### src/rtl/mdio_c45_pkg.sv
package mdio_c45_pkg;

  typedef enum logic [1:0] {
    OP_ADDR  = 2'b00,
    OP_WRITE = 2'b01,
    OP_RDINC = 2'b10,
    OP_READ  = 2'b11
  } mdio_op_e;

  localparam int FRAME_BITS = 64;
  localparam int PRE_BITS   = 32;
  localparam int TA_FIRST   = 46;
  localparam int DATA_FIRST = 48;
  localparam int CMD_GO_BIT = 30;
  localparam int IDX_W      = $clog2(FRAME_BITS);

  typedef struct packed {
    logic [1:0]  op;
    logic [4:0]  port;
    logic [4:0]  dev;
    logic [15:0] regad;
  } mdio_cmd_t;

  function automatic logic op_is_read(input logic [1:0] op);
    return op[1];
  endfunction

  // Frame image, first transmitted bit in bit 63.
  function automatic logic [FRAME_BITS-1:0] build_frame(input mdio_cmd_t c,
                                                         input logic [15:0] wdata);
    logic [15:0] payload;
    logic [1:0]  ta;
    payload = (c.op == OP_ADDR) ? c.regad : wdata;
    ta      = op_is_read(c.op) ? 2'b11 : 2'b10;
    return {{PRE_BITS{1'b1}}, 2'b00, c.op, c.port, c.dev, ta, payload};
  endfunction

endpackage

### src/rtl/mdio_c45_mdc_gen.sv
module mdio_c45_mdc_gen #(
  parameter int CLK_DIV = 4
) (
  input  logic clk,
  input  logic rst_n,
  input  logic run,
  output logic mdc,
  output logic rise_now,
  output logic bit_last
);
  localparam int HALF = CLK_DIV / 2;
  localparam int PW   = $clog2(CLK_DIV);

  logic [PW-1:0] ph;
  logic          mdc_q;

  assign rise_now = run && (ph == PW'(HALF - 1));
  assign bit_last = run && (ph == PW'(CLK_DIV - 1));
  assign mdc      = mdc_q;

  always_ff @(posedge clk or negedge rst_n) begin
    if (!rst_n) begin
      ph    <= '0;
      mdc_q <= 1'b0;
    end else if (!run) begin
      ph    <= '0;
      mdc_q <= 1'b0;
    end else begin
      ph <= bit_last ? '0 : ph + 1'b1;
      if (rise_now)      mdc_q <= 1'b1;
      else if (bit_last) mdc_q <= 1'b0;
    end
  end

  // a bit never ends while MDC is still low from its first half
  p_high_at_bit_end_r3: assert property (@(posedge clk) disable iff (!rst_n)
    bit_last |-> mdc_q);

endmodule

### src/rtl/mdio_c45_frame_eng.sv
module mdio_c45_frame_eng
  import mdio_c45_pkg::*;
(
  input  logic                  clk,
  input  logic                  rst_n,
  input  logic                  start,
  input  logic [FRAME_BITS-1:0] frame,
  input  logic                  is_rd,
  input  logic                  rise_now,
  input  logic                  bit_last,
  input  logic                  mdio_i,
  output logic                  busy,
  output logic                  mdio_o,
  output logic                  mdio_oe,
  output logic                  done_rd,
  output logic [15:0]           rx_data
);
  logic [FRAME_BITS-1:0] sh;
  logic [IDX_W-1:0]      idx;
  logic                  rd_q;
  logic                  last_bit;

  assign last_bit = (idx == IDX_W'(FRAME_BITS - 1));
  assign done_rd  = busy && bit_last && last_bit && rd_q;
  assign mdio_o   = busy && sh[FRAME_BITS-1];
  assign mdio_oe  = busy && !(rd_q && idx >= IDX_W'(TA_FIRST));

  always_ff @(posedge clk or negedge rst_n) begin
    if (!rst_n) begin
      busy    <= 1'b0;
      sh      <= '0;
      idx     <= '0;
      rd_q    <= 1'b0;
      rx_data <= '0;
    end else if (!busy) begin
      if (start) begin
        busy <= 1'b1;
        sh   <= frame;
        idx  <= '0;
        rd_q <= is_rd;
      end
    end else begin
      if (rise_now && rd_q && idx >= IDX_W'(DATA_FIRST))
        rx_data <= {rx_data[14:0], mdio_i};
      if (bit_last) begin
        sh <= {sh[FRAME_BITS-2:0], 1'b0};
        if (last_bit) busy <= 1'b0;
        else          idx  <= idx + 1'b1;
      end
    end
  end

  // the line is never driven in the data field of a read
  p_read_released_r8: assert property (@(posedge clk) disable iff (!rst_n)
    (busy && rd_q && rise_now && idx >= IDX_W'(DATA_FIRST)) |-> !mdio_oe);

endmodule

### src/rtl/mdio_c45_host_regs.sv
module mdio_c45_host_regs
  import mdio_c45_pkg::*;
(
  input  logic        clk,
  input  logic        rst_n,
  input  logic        cmd_we,
  input  logic [31:0] cmd_wdata,
  input  logic        data_we,
  input  logic [15:0] data_wdata,
  input  logic        busy,
  input  logic        done_rd,
  input  logic [15:0] rx_data,
  output mdio_cmd_t   cmd_q,
  output logic        start,
  output logic [15:0] data_lo,
  output logic [15:0] data_hi
);
  logic cmd_accept;
  logic unused_rsvd;

  assign unused_rsvd = ^{cmd_wdata[31], cmd_wdata[29:28]};
  assign cmd_accept  = cmd_we && !busy;
  assign start       = cmd_accept && cmd_wdata[CMD_GO_BIT];

  always_ff @(posedge clk or negedge rst_n) begin
    if (!rst_n) begin
      cmd_q   <= '0;
      data_lo <= '0;
      data_hi <= '0;
    end else begin
      if (cmd_accept) cmd_q   <= mdio_cmd_t'(cmd_wdata[27:0]);
      if (data_we)    data_lo <= data_wdata;
      if (done_rd)    data_hi <= rx_data;
    end
  end

  // a command during a frame leaves the stored fields alone
  p_busy_ignore_r10: assert property (@(posedge clk) disable iff (!rst_n)
    (busy && cmd_we) |=> $stable(cmd_q));

  // a command with go clear never starts a frame
  p_no_go_idle_r11: assert property (@(posedge clk) disable iff (!rst_n)
    (!busy && cmd_we && !cmd_wdata[CMD_GO_BIT]) |=> !busy);

  // read half changes only at the end of a read frame
  p_rdata_at_end_r8: assert property (@(posedge clk) disable iff (!rst_n)
    !$stable(data_hi) |-> $past(done_rd));

endmodule

### src/rtl/mdio_c45_master.sv
module mdio_c45_master
  import mdio_c45_pkg::*;
#(
  parameter int CLK_DIV = 4
) (
  input  logic        clk,
  input  logic        rst_n,
  input  logic        cmd_we,
  input  logic [31:0] cmd_wdata,
  output logic [31:0] cmd_rdata,
  input  logic        data_we,
  input  logic [15:0] data_wdata,
  output logic [31:0] data_rdata,
  output logic        mdc,
  output logic        mdio_o,
  output logic        mdio_oe,
  input  logic        mdio_i
);
  localparam int FRAME_CLKS = FRAME_BITS * CLK_DIV;

  logic                  busy, start, done_rd, rise_now, bit_last, is_rd;
  logic [15:0]           rx_data, data_lo, data_hi;
  logic [FRAME_BITS-1:0] frame;
  mdio_cmd_t             cmd_q, new_cmd;

  assign new_cmd = mdio_cmd_t'(cmd_wdata[27:0]);
  assign frame   = build_frame(new_cmd, data_lo);
  assign is_rd   = op_is_read(new_cmd.op);

  mdio_c45_host_regs u_regs (
    .clk(clk), .rst_n(rst_n), .cmd_we(cmd_we), .cmd_wdata(cmd_wdata),
    .data_we(data_we), .data_wdata(data_wdata), .busy(busy),
    .done_rd(done_rd), .rx_data(rx_data), .cmd_q(cmd_q), .start(start),
    .data_lo(data_lo), .data_hi(data_hi)
  );

  mdio_c45_mdc_gen #(.CLK_DIV(CLK_DIV)) u_mdc (
    .clk(clk), .rst_n(rst_n), .run(busy), .mdc(mdc),
    .rise_now(rise_now), .bit_last(bit_last)
  );

  mdio_c45_frame_eng u_eng (
    .clk(clk), .rst_n(rst_n), .start(start), .frame(frame), .is_rd(is_rd),
    .rise_now(rise_now), .bit_last(bit_last), .mdio_i(mdio_i), .busy(busy),
    .mdio_o(mdio_o), .mdio_oe(mdio_oe), .done_rd(done_rd), .rx_data(rx_data)
  );

  assign cmd_rdata  = {1'b0, busy, 2'b00, cmd_q};
  assign data_rdata = {data_hi, data_lo};

  // Checker: clocks spent busy in the current frame
  int busy_len;
  always_ff @(posedge clk or negedge rst_n) begin
    if (!rst_n)    busy_len <= 0;
    else if (busy) busy_len <= busy_len + 1;
    else           busy_len <= 0;
  end

  // go stays set for exactly one frame length
  p_frame_len_r2: assert property (@(posedge clk) disable iff (!rst_n)
    $fell(busy) |-> (busy_len == FRAME_CLKS));

  // MDC is quiet outside a frame
  p_idle_mdc_low_r3: assert property (@(posedge clk) disable iff (!rst_n)
    !busy |-> !mdc);

  // line held steady through the high phase of MDC
  p_mdio_stable_r9: assert property (@(posedge clk) disable iff (!rst_n)
    (mdc && $past(mdc)) |-> ($stable(mdio_o) && $stable(mdio_oe)));

endmodule

### config.mk
export PLATFORM = sky130hd
export DESIGN_NAME = mdio_c45_master
export DESIGN_NICKNAME = d
export VERILOG_FILES = /design/src/rtl/mdio_c45_pkg.sv /design/src/rtl/mdio_c45_mdc_gen.sv /design/src/rtl/mdio_c45_frame_eng.sv /design/src/rtl/mdio_c45_host_regs.sv /design/src/rtl/mdio_c45_master.sv
export SDC_FILE = /design/constraint.sdc
export NUM_CORES = 1
export LEC_CHECK = 0
export BUFFER_PORTS_ARGS = -buffer_cell sky130_fd_sc_hd__buf_2
export CAP_MARGIN = 30
export CORE_ASPECT_RATIO = 0.5
export CORE_MARGIN = 5
export CORE_UTILIZATION = 35
export CTS_CLUSTER_DIAMETER = 120
export CTS_CLUSTER_SIZE = 40
export DETAILED_ROUTE_END_ITERATION = 10
export PLACE_DENSITY_LB_ADDON = 0.3
export SKIP_CTS_REPAIR_TIMING = 1
export SLEW_MARGIN = 10
export SYNTH_ARGS = -nofsm -noshare
export SYNTH_HDL_FRONTEND = slang
export SYNTH_SLANG_ARGS = --single-unit
### constraint.sdc
create_clock -name clk -period 2.2 [get_ports clk]
set_input_delay 0.11 -clock clk [delete_from_list [all_inputs] [get_ports clk]]
set_output_delay 0.11 -clock clk [all_outputs]
set_load 0.005 [all_outputs]
---- After elaboration in Yosys (flattened, before gate mapping) ----
Index checks and enable logic that the tools add are counted.
storage, ports and cells
  register bits ........................... 151
  input port bits ......................... 53
  output and inout port bits .............. 67
operators by class
  add/subtract/negate cells ............... 2
  $lt $le $gt $ge ......................... 2
  equal/unequal tests ..................... 6
  multiplexer cells ....................... 18
  bitwise logic cells ..................... 1
  reductions and logical operators ........ 20
operators by type and width
  kind                                                                      number
  64-bit two-way mux                                                        3
  6-bit two-way mux                                                         4
  16-bit two-way mux                                                        1
  6-bit >= comparator (second input constant)                               2
  1-bit logical AND                                                         12
  1-bit two-way mux                                                         8
  6-bit by 1-bit adder with 6-bit output (second input constant)            1
  6-bit equality test (second input constant)                               1
  2-bit AND reduction                                                       3
  2-bit two-way mux                                                         2
  3-bit by 1-bit inequality test with 1-bit output (second input constant)  1
  3-bit AND reduction                                                       1
  2-bit by 1-bit adder with 2-bit output (second input constant)            1
  2-bit by 1-bit equality test with 1-bit output (second input constant)    1
  2-bit equality test (second input constant)                               1
  1-bit zero test                                                           2
  2-bit zero test                                                           1
  2-bit by 1-bit inequality test with 1-bit output (second input constant)  1
  2-bit inequality test (second input constant)                             1
  2-bit nonzero test                                                        1
  1-bit inverter                                                            1

---- Logic depth before layout (Yosys ltp) ----
Gate-level depths: netlist (run 1).
  word-level depth ........................ 5
  gate-level depth with buffers ........... 9

---- Hierarchy ----
A second synthesis (run 1) with hierarchy kept.
unflattened totals
  cell total of the unflattened synthesis .. 532
  area, all modules ....................... 6827.8 sq um
by module, submodules not included
  module              instances  cells an instance  area an instance (sq um)  sequential area each (sq um)
  mdio_c45_frame_eng  1          366                4102.7                    2202.1
  mdio_c45_host_regs  1          129                2294.7                    1501.4
  mdio_c45_master     1          24                 286.5                     0.0
  mdio_c45_mdc_gen    1          13                 143.9                     75.1

---- Worst setup path after synthesis (run 1) ----
OpenSTA, ideal clock, no wires.
  path kind ............................... flip-flop to flip-flop
  from .................................... register u_mdc.ph[0]
  to ...................................... register u_eng.sh[10]
  setup time .............................. 0.125 ns
  arrival ................................. 1.511 ns
  setup slack ............................. 0.565 ns
  stages on the path, launching flop included .. 7
  path buffers ............................ 2
  period minus slack after synthesis ...... 1.635 ns
  cells stage by stage .................... dfrtp_1 > ha_1 > buf_2 > nand2_1 > nand2_2 > buf_4 > mux2_2
between the ends
  cells in the longest elaborated chain, start to end .. 4
RTL lines
  item                                                        line                      RTL
  from (decl)                                                 mdio_c45_mdc_gen.sv:14    logic [PW-1:0] ph;
  from (signal assigned)                                      mdio_c45_mdc_gen.sv:29    ph <= bit_last ? '0 : ph + 1'b1;
  2-bit equality test                                         mdio_c45_mdc_gen.sv:18    assign bit_last = run && (ph == PW'(CLK_DIV - 1));
  1-bit logical AND                                           mdio_c45_mdc_gen.sv:18
  2-bit by 1-bit inequality test with 1-bit output (no line)  --
  2-bit AND reduction (no line)                               --
  to (signal assigned)                                        mdio_c45_frame_eng.sv:38  sh <= frame;
  to (signal assigned)                                        mdio_c45_frame_eng.sv:46  sh <= {sh[FRAME_BITS-2:0], 1'b0};
  to (decl)                                                   mdio_c45_frame_eng.sv:18  logic [FRAME_BITS-1:0] sh;
Every way passes these cells.
A chain may end at the register's enable or synchronous reset.

---- Worst setup path after layout (run 1) ----
  from .................................... register u_mdc.ph[0]
  to ...................................... register u_eng.sh[16]
Same word-level chain as after synthesis.

==> results of run 1 <==
final cells by class:
type / count / area share (%)
Clock buffer: 19 / 5.25
Clock inverter: 12 / 1.58
Inverter: 5 / 0.227
Multi-Input combinational cell: 334 / 29.3
Sequential cell: 151 / 45.8
Tap cell: 240 / 3.64
Timing Repair Buffer: 174 / 14.2
cells by family (layout without fill, tap and decap cells):
family                     Yosys count  after routing  synth area share [%]
muxes                              119            119                  21.0
AOI/OAI and AO/OA                   82             82                  7.03
DFF                                151            151                  58.8
other                                1              3                0.0584
and+or+nand+nor                    127            127                  8.92
buffers and inverters               42            210                  3.62
adders and majority gates            3              3                 0.584
state kept, by name, indices dropped and copies added (netlist names):
| register | cells |
|---|---|
| u_mdc.mdc | 1 |
| u_regs.data_lo | 16 |
| u_eng.sh | 64 |
| u_eng.rx_data | 16 |
| u_regs.data_hi | 16 |
| u_regs.cmd_q | 28 |
| u_eng.busy | 1 |
| u_eng.idx | 6 |
| u_eng.rd_q | 1 |
| u_mdc.ph | 2 |
cells in the mapped netlist (7+ instances only):
cell type / number
a21oi_1: 7
buf_2: 9
buf_4: 9
clkbuf_1: 14
dfrtp_1: 151
mux2_2: 80
mux2_4: 11
mux2i_1: 28
nand2_1: 98
nor2_1: 8
o21ai_0: 58
critical path: cells and delay by family, from the launching register on:
family	cells	cell delay (ns)
buffers and inverters	1	0.23
adder cells (fa/ha/maj)	1	0.32
AND/OR/NAND/NOR	2	0.48
flip-flops	1	0.38
AO/OA/AOI/OAI	2	0.29
cell usage in the layout (no fill, tap or decap), types with 3 or more instances in the layout:
cell	n
a31oi_1	5
ha_1	3
clkinv_4	3
nand2_1	98
o21ai_0	58
clkbuf_16	17
and3_1	3
dfrtp_1	150
inv_1	5
mux2_4	11
buf_4	13
clkinv_2	4
a21oi_1	7
dlygate4sd3_1	46
nand2b_1	3
mux2i_1	28
buf_2	112
conb_1	3
nor2_1	8
mux2_2	80
through the flow:
step	power (mW)	area [sq um]	utilization (%)	hold WS [ns]	cells
6_report	9.12	8250	45.3	0.0764	935
5_1_grt	9.75	8250	45.3	0.0966	935
4_1_cts	9.18	7790	42.8	-0.365	889
3_5_place_dp	6.32	7230	39.7	0.0828	858
3_3_place_gp	6.23	7230	39.7	0.0727	858
2_1_floorplan	5.56	6430	-	-0.186	527
power by group:
part | internal (mW) | switching, mW
Sequential | 3.65 | 0.470
Combinational | 1.11 | 1.08
Clock | 1.66 | 1.15
Total | 6.42 | 2.70
per-layer routing:
| layer | wire (microns) | track usage (%) |
|---|---|---|
| met3 | 526 | 3.90 |
| met4 | 174 | 3.41 |
| met1 | 6250 | 15.9 |
| met5 | 0 | 0 |
| met2 | 6700 | 21.1 |
worst paths after layout:
path,startpoint,depth (start not counted),end,slack (ns)
worst max-delay path,u_mdc.ph[0],6,u_eng.sh[16],0.38
worst min-delay path,cmd_wdata[30],4,u_eng.rd_q,0.08
worst max register to register,u_mdc.ph[0],6,u_eng.sh[16],0.38
worst min register to register,u_eng.sh[61],2,u_eng.sh[62],0.46
max in group asynchronous,rst_n,3,u_eng.sh[12],1.25
min in group asynchronous,rst_n,2,u_regs.cmd_q[16],0.19
==> impl_metrics.yaml, run 1 <==
run_status:
  status: "finished, final reports clean"
timing:
  max_slew_margin_pct: 66.9
  finalClockSkew_ns: 0.00910
  fin_ws_ns: 0.379
  setup_viol: 0
  final.setup.tns_ns: 0
  finalHoldViolCount: 0
  period_share_pct: 82.8
  rsz0062_at_grt: "false"
  fmax_mhz: 549
  tightestPinTransition_ns: 0.495
  finalCriticalPeriod_ns: 1.82
  slew_violations: 0
drt:
  remaining_drc_errors: 0
  firstDrtPassIters: 4
  finalWirelength_mm: 13.7
  via_count: 4331
  ant_nets: 0
  wire_per_inst_microns: 14.6
  drtIter0Drc: 173
  avgViaCountPerCell: 4.63
worst_setup_path:
  worstPathArrival_ns: 2.11
  critPathCaptureType: "flop"
  crit_slowest_cell: "and2_1"
  critical_path_peak_fanout: 29
  cp-start-kind: "flop"
  path_class: "flop to flop"
  required_ns: 2.49
  max_stage_delay_ns: 0.40
  critical_path.cell_chain: "ha_1 -> and2_1 -> nor2_1 -> buf_4 -> a211oi_1 -> a21oi_1"
logic_synthesis:
  yosysSeqAreaShare_pct: 58.8
  syn_area_sq_um: 6420
  synth_top_area_share_pct: 58.8
  async_reset_ff_share_pct: 100
  synth_edf_count: 0
  synth_top_cell_by_area: "dfrtp_1"
  synth.distinct_cells: 40
  synth.top_cells.by_area: "dfrtp_1, mux2_2, nand2_1, o21ai_0, mux2i_1"
  avgSynthCellArea_sq_um: 12.2
  yosys_register_bits: 151
  yosys_most_used_dff: "dfrtp_1"
  syn_inst: 525
  synth-warning-count: 0
cts:
  numCtsBuffers: 17
  clk_latency_ns: 0.42
  cts_tree: "done"
  htreeDepth: 4
  clkSlewWorstSetupHoldPaths_ns: 0.06
  clkSinkCount: 151
  cts_buffer_depth: 2
  cts_root_buf: "clkbuf_16"
placed_design:
  place_hpwl_mm: 8.71
  place_congestion: 0.730
  pre_cts_ws_ns: 0.399
  port_buffers: 113
floorplanning:
  start_util_pct: 35.3
  die_y_microns: 106
  num_rows: 35
  die_x_microns: 202
  pin_count: 120
  dieArea_sq_um: 21300
  core_sq_um: 18200
global_route:
  grt_max_degree: 53
  grt_overflow: 0
  grtUsageTotal_pct: 12.6
  grt_pass1_wl_mm: 21.6
  first_global_vias: 4283
  antenna_found_initial: 0
layout:
  multi_input_area_sq_um: 2420
  register_area_sq_um: 3780
  drive_gt1_share_pct: 36.7
  fill_cells: 1697
  diodes: 0
  nets: 739
  area_growth_pct: 28.5
power:
  p_leak_nw: 3.99
  ir_drop_mv: 0.509
  p_per_area_nw_per_um2: 1110
hold_path:
  hold_class: "primary input to flop"
job:
  max_cap_violations: 0
No activity file was read; power rests on OpenSTA's default activity.
==> run 2: changes to the inputs <==
clock period = 1.7 ns   (was 2.2 ns; I/O delays follow)
==> run 2 against run 1 <==
Fmax up 13%. Setup slack worse by 0.29 ns. Total power up 30%. Non-clock buffer count up 10. Largest cell class unchanged. Highest routed layer unchanged.
==> impl_metrics.yaml, run 2 (same netlist as run 1, synthesis figures left out) <==
run_status:
  status: "finished, final reports clean"
timing:
  fin_ws_ns: 0.0869
  finalClockSkew_ns: 0.0117
  period_share_pct: 94.9
  fmax_mhz: 620
  slew_violations: 0
  finalHoldViolCount: 0
  setup_viol: 0
  finalCriticalPeriod_ns: 1.61
cts:
  cts_root_buf: "clkbuf_16"
  htreeDepth: 4
  cts_buffer_depth: 2
  numCtsBuffers: 17
  cts_tree: "done"
  clk_latency_ns: 0.42
  clkSlewWorstSetupHoldPaths_ns: 0.07
  clkSinkCount: 151
floorplanning:
  pin_count: 120
  die_y_microns: 106
  die_x_microns: 202
  core_sq_um: 18200
  dieArea_sq_um: 21300
  num_rows: 35
  start_util_pct: 35.3
layout:
  largest-register: "u_eng.sh"
  final_common_cell: "dfrtp_1"
  drive_gt1_share_pct: 38.2
  register_area_sq_um: 3780
  multi_input_area_sq_um: 2440
  reg_top3: "u_eng.sh x64, u_regs.cmd_q x28"
  diodes: 0
  nets: 749
  fill_cells: 1672
  area_growth_pct: 30.7
  mostFrequentLayoutCells: "dfrtp_1, buf_2, nand2_1, mux2_2, o21ai_0"
  stdcell_count: 946
  largest_reg_flops: 64
power:
  switching_share_pct: 30.4
  p_int_mw: 8.22
  comb_power_share_pct: 25.4
  p_sw_mw: 3.60
  seq_power_share_pct: 45.0
  pwr-share-clk_pct: 29.6
  p_leak_nw: 4.05
  ir_drop_mv: 0.865
  p_per_area_nw_per_um2: 1410
drt:
  remaining_drc_errors: 0
  drtIter0Drc: 154
  avgViaCountPerCell: 4.63
  wire_per_inst_microns: 14.4
  finalWirelength_mm: 13.7
  via_count: 4377
  firstDrtPassIters: 5
  ant_nets: 0
global_route:
  grt_pass1_wl_mm: 22.2
  first_global_vias: 4339
  grt_max_degree: 52
  antenna_found_initial: 0
  grt_overflow: 0
  grtUsageTotal_pct: 12.9
placed_design:
  pre_cts_ws_ns: 0.0132
  port_buffers: 113
  dp_cells: 867
  place_congestion: 0.785
  place_hpwl_mm: 8.99
worst_setup_path:
  cp-start-kind: "flop"
  critical_path_peak_fanout: 4
  path_class: "flop to flop"
  required_ns: 2.03
  worstPathArrival_ns: 1.94
  reg2reg_slack_ns: 0.09
  critPathCaptureType: "flop"
hold_path:
  hold_class: "primary input to flop"
job:
  max_cap_violations: 0
==> run 2: cell types whose count changed in the layout (fill, tap and decap cells not counted), sizes merged <==
cell      delta
bufinv       -2
clkbuf       +1
clkinv       -1
clkinvlp     +2
buf         +10
inv          +1
==> run 2: metal layers <==
metal	vias to the layer above	GRT usage [%]	part of all wire, %
met4	0	3.85	0.92
met2	66	20.3	50
met3	10	4.40	3.0
li1	2137	-	-
met5	-	0	0
met1	2164	16.8	46
==> run 2: path summary, 6_finish.rpt <==
path                              start                to  cells after the start
max in group asynchronous         rst_n       u_eng.sh[5]                      3
min                              cmd_we       u_eng.sh[0]                      3
min reg2reg                u_eng.sh[52]      u_eng.sh[53]                      2
max                        u_eng.idx[0]      u_eng.idx[5]                      5
max reg2reg                u_eng.idx[0]      u_eng.idx[5]                      5
min in group asynchronous         rst_n  u_regs.cmd_q[19]                      2
==> run 2: area by class of cell <==
class | instances | share of cell area, %
flip-flops and latches | 151 | 45.0
multi-input cells | 334 | 29.0
repair buffers | 184 | 15.6
clock buffers | 20 | 5.44
well taps | 240 | 3.58
clock inverters | 12 | 1.15
inverters | 5 | 0.224
==> run 2: power groups by stage <==
stage	Sequential, mW	Combinational (mW)	Clock, mW
global route	5.47	3.44	3.77
global placement	5.33	2.88	0
detailed placement	5.35	2.97	0
finish	5.32	3.00	3.50
CTS	5.31	2.97	3.60
floorplan	5.25	1.95	0
==> run 2: through the flow <==
| step | power, mW | TNS, ns | hold slack (ns) | cell area, sq um | utilization, % |
|---|---|---|---|---|---|
| 6_report | 11.8 | 0 | 0.0689 | 8400 | 46.1 |
| 4_1_cts | 11.9 | -0.000963 | -0.397 | 7900 | 43.4 |
| 3_5_place_dp | 8.32 | 0 | 0.0621 | 7350 | 40.3 |
| 3_3_place_gp | 8.20 | 0 | 0.0626 | 7350 | 40.3 |
| 5_1_grt | 12.7 | -0.0405 | 0.0921 | 8400 | 46.1 |
| 2_1_floorplan | 7.20 | 0 | -0.211 | 6430 | - |
==> run 2: worst max-delay path, cell delays in order, from the launching register on <==
cell	delay, ns
dfrtp_1	0.41
ha_1	0.24
and3_1	0.24
a221oi_2	0.34
a41oi_1	0.15
a21oi_1	0.14
==> run 3: changes to the inputs <==
ABC_AREA = 1   (was unset)
MAX_ROUTING_LAYER = met4   (was unset)
==> run 3 against run 2 <==
Sequential power fell by 31%. Clock skew fell by 0.0031 ns. Combinational power fell by 87%. Die area fell by 1.5%. Via count rose by 9.2%. Non-clock buffer count fell by 9. Fmax rose by 5.8%. Setup slack improved by 0.088 ns. Core utilization rose by 0.74 points. Cell count rose by 12%. Largest cell class unchanged.
==> impl_metrics.yaml, run 3 <==
worst_setup_path:
  worst_path_most_repeated_cell: "nor2_1"
  reg2reg_slack_ns: 0.17
  critical_path.cell_chain: "ha_1 -> nand2_2 -> nand2_2 -> nand2_1 -> nor2_1 -> nor2_1 -> nor2_1"
  cp-start-kind: "flop"
  path_buf_inv: 0
  crit_slowest_cell: "dfrtp_1"
  worstRegToRegCells: 7
  required_ns: 2.00
  rr_endpoint: "u_eng.idx[5]"
  worstPathArrival_ns: 1.82
  cp_top_family: "simple AND/OR/NAND/NOR gates"
  critPathCaptureType: "flop"
  critical_path_peak_fanout: 12
  path_class: "flop to flop"
  r2r_start: "u_mdc.ph[0]"
  max_stage_delay_ns: 0.40
hold_path:
  hold_class: "primary input to flop"
  holdPathEnd: "u_regs.cmd_q[27]"
  min_path_cells: 3
  hp-start: "cmd_wdata[27]"
logic_synthesis:
  synth.distinct_cells: 31
  synth_top_cell_by_area: "dfrtp_1"
  syn_inst: 654
  synth-warning-count: 0
  synth_top_cells_by_count: "dfrtp_1, nand2_1, inv_1"
  yosys_register_bits: 151
  synth.top_cells.by_area: "dfrtp_1, nand2_1, o21ai_0, inv_1, mux2_2"
  synth_edf_count: 0
  synth_top_area_share_pct: 59.8
  yosys_most_used_dff: "dfrtp_1"
  syn_area_sq_um: 6320
  async_reset_ff_share_pct: 100
  yosysMostFrequentCell: "dfrtp_1"
  avgSynthCellArea_sq_um: 9.66
  yosysSeqAreaShare_pct: 59.8
placed_design:
  port_buffers: 113
  place_congestion: 0.784
  place_hpwl_mm: 8.92
power:
  pwr-share-clk_pct: 49.4
  p_sw_mw: 1.70
  p_int_mw: 6.25
  switching_share_pct: 21.3
  p_leak_nw: 4.17
  seq_power_share_pct: 45.9
  ir_drop_mv: 0.764
  power.total_mw: 7.95
  p_per_area_nw_per_um2: 968
  comb_power_share_pct: 4.7
drt:
  wire_per_inst_microns: 13.1
  via_count: 4781
  avgViaCountPerCell: 4.53
  firstDrtPassIters: 4
  drtIter0Drc: 187
  remaining_drc_errors: 0
  finalWirelength_mm: 13.8
  ant_nets: 0
layout:
  nets: 866
  area_growth_pct: 29.9
  drive_gt1_share_pct: 24.0
  mostFrequentLayoutCells: "dfrtp_1, nand2_1, buf_2, inv_1, o21ai_0"
  multi_input_area_sq_um: 2000
  final_common_cell: "dfrtp_1"
  fill_cells: 1684
  largest-register: "u_eng.sh"
  diodes: 0
  register_area_sq_um: 3780
  reg_top3: "u_eng.sh x64, u_regs.cmd_q x28"
  largest_reg_flops: 64
floorplanning:
  die_x_microns: 200
  pin_count: 120
  die_y_microns: 105
  start_util_pct: 36.1
  num_rows: 34
  core_sq_um: 17500
  dieArea_sq_um: 21000
timing:
  fmax_mhz: 656
  slew_violations: 0
  finalHoldViolCount: 0
  rsz0062_at_grt: "false"
  final.setup.tns_ns: 0
  finalClockSkew_ns: 0.00866
  period_share_pct: 89.7
  finalCriticalPeriod_ns: 1.53
  setup_viol: 0
job:
  max_cap_violations: 0
cts:
  cts_root_buf: "clkbuf_16"
  clkSlewWorstSetupHoldPaths_ns: 0.06
  htreeDepth: 4
  cts_tree: "done"
  cts_buffer_depth: 2
  clkSinkCount: 151
  clk_latency_ns: 0.41
  numCtsBuffers: 17
global_route:
  grt_max_degree: 49
  grt_overflow: 0
  grtUsageTotal_pct: 13.9
  first_global_vias: 4725
  antenna_found_initial: 0
  grt_pass1_wl_mm: 23.0
run_status:
  status: "finished, final reports clean"
run 3: final cells by class:
class	count	area share, %
multi-input cells	379	24.3
inverters	86	3.93
well taps	234	3.57
repair buffers	175	14.7
clock inverters	12	2.15
clock buffers	19	5.28
flip-flops and latches	151	46.1
run 3: worst reg2reg max path: cells and delay by family, from the launching register on:
kind,cells,cell delay (ns)
adder cells (fa/ha/maj),1,0.23
flip-flops,1,0.40
AND/OR/NAND/NOR,6,0.80
run 3: worst max path at each step:
stage / from / to / slack [ns] / cells after the start
final: u_mdc.ph[0] / u_eng.idx[5] / 0.17 / 7
after global routing: u_eng.idx[1] / u_eng.idx[5] / 0.009 / 8
after CTS: u_eng.idx[4] / mdio_oe / 0.14 / 5
after detailed placement: u_mdc.ph[0] / u_eng.sh[1] / 0.17 / 7
after global placement: u_mdc.ph[0] / u_eng.sh[1] / 0.17 / 7
after floorplan: u_mdc.ph[0] / u_eng.sh[36] / 0.33 / 7
run 3: cells by family after synthesis:
family / count (synthesis) / synth area share, %
buffers and inverters: 126 / 8.75
muxes: 27 / 4.81
other: 1 / 0.0593
adders and majority gates: 3 / 0.594
AOI/OAI and AO/OA: 156 / 13.9
and+or+nand+nor: 190 / 12.1
DFF: 151 / 59.8
run 3: layer usage:
layer  global-route usage, %  part of all wire (%)  routed length (microns)
met3                    4.15                   4.6                      629
met1                    18.7                    49                     6760
met4                    3.78                  0.68                       94
met2                    20.4                    46                     6300
met5                       -                     0                        0
run 3: through the flow:
stage	area (sq um)	hold slack [ns]	worst slack (ns)	cells	utilization, %
2_1_floorplan	6330	-0.211	0.332	656	-
3_3_place_gp	7140	0.0539	0.172	980	40.8
3_5_place_dp	7140	0.0572	0.170	980	40.8
4_1_cts	7750	-0.395	0.144	1011	44.2
5_1_grt	8210	0.00942	0.00902	1056	46.8
6_report	8210	0.00533	0.175	1056	46.8
run 3: power groups by stage:
stage	Combinational [mW]	Clock [mW]	Sequential (mW)
floorplan	0.0790	0	3.72
global placement	0.301	0	3.71
detailed placement	0.304	0	3.71
CTS	0.305	4.03	3.65
global route	0.432	4.20	3.65
finish	0.377	3.92	3.65
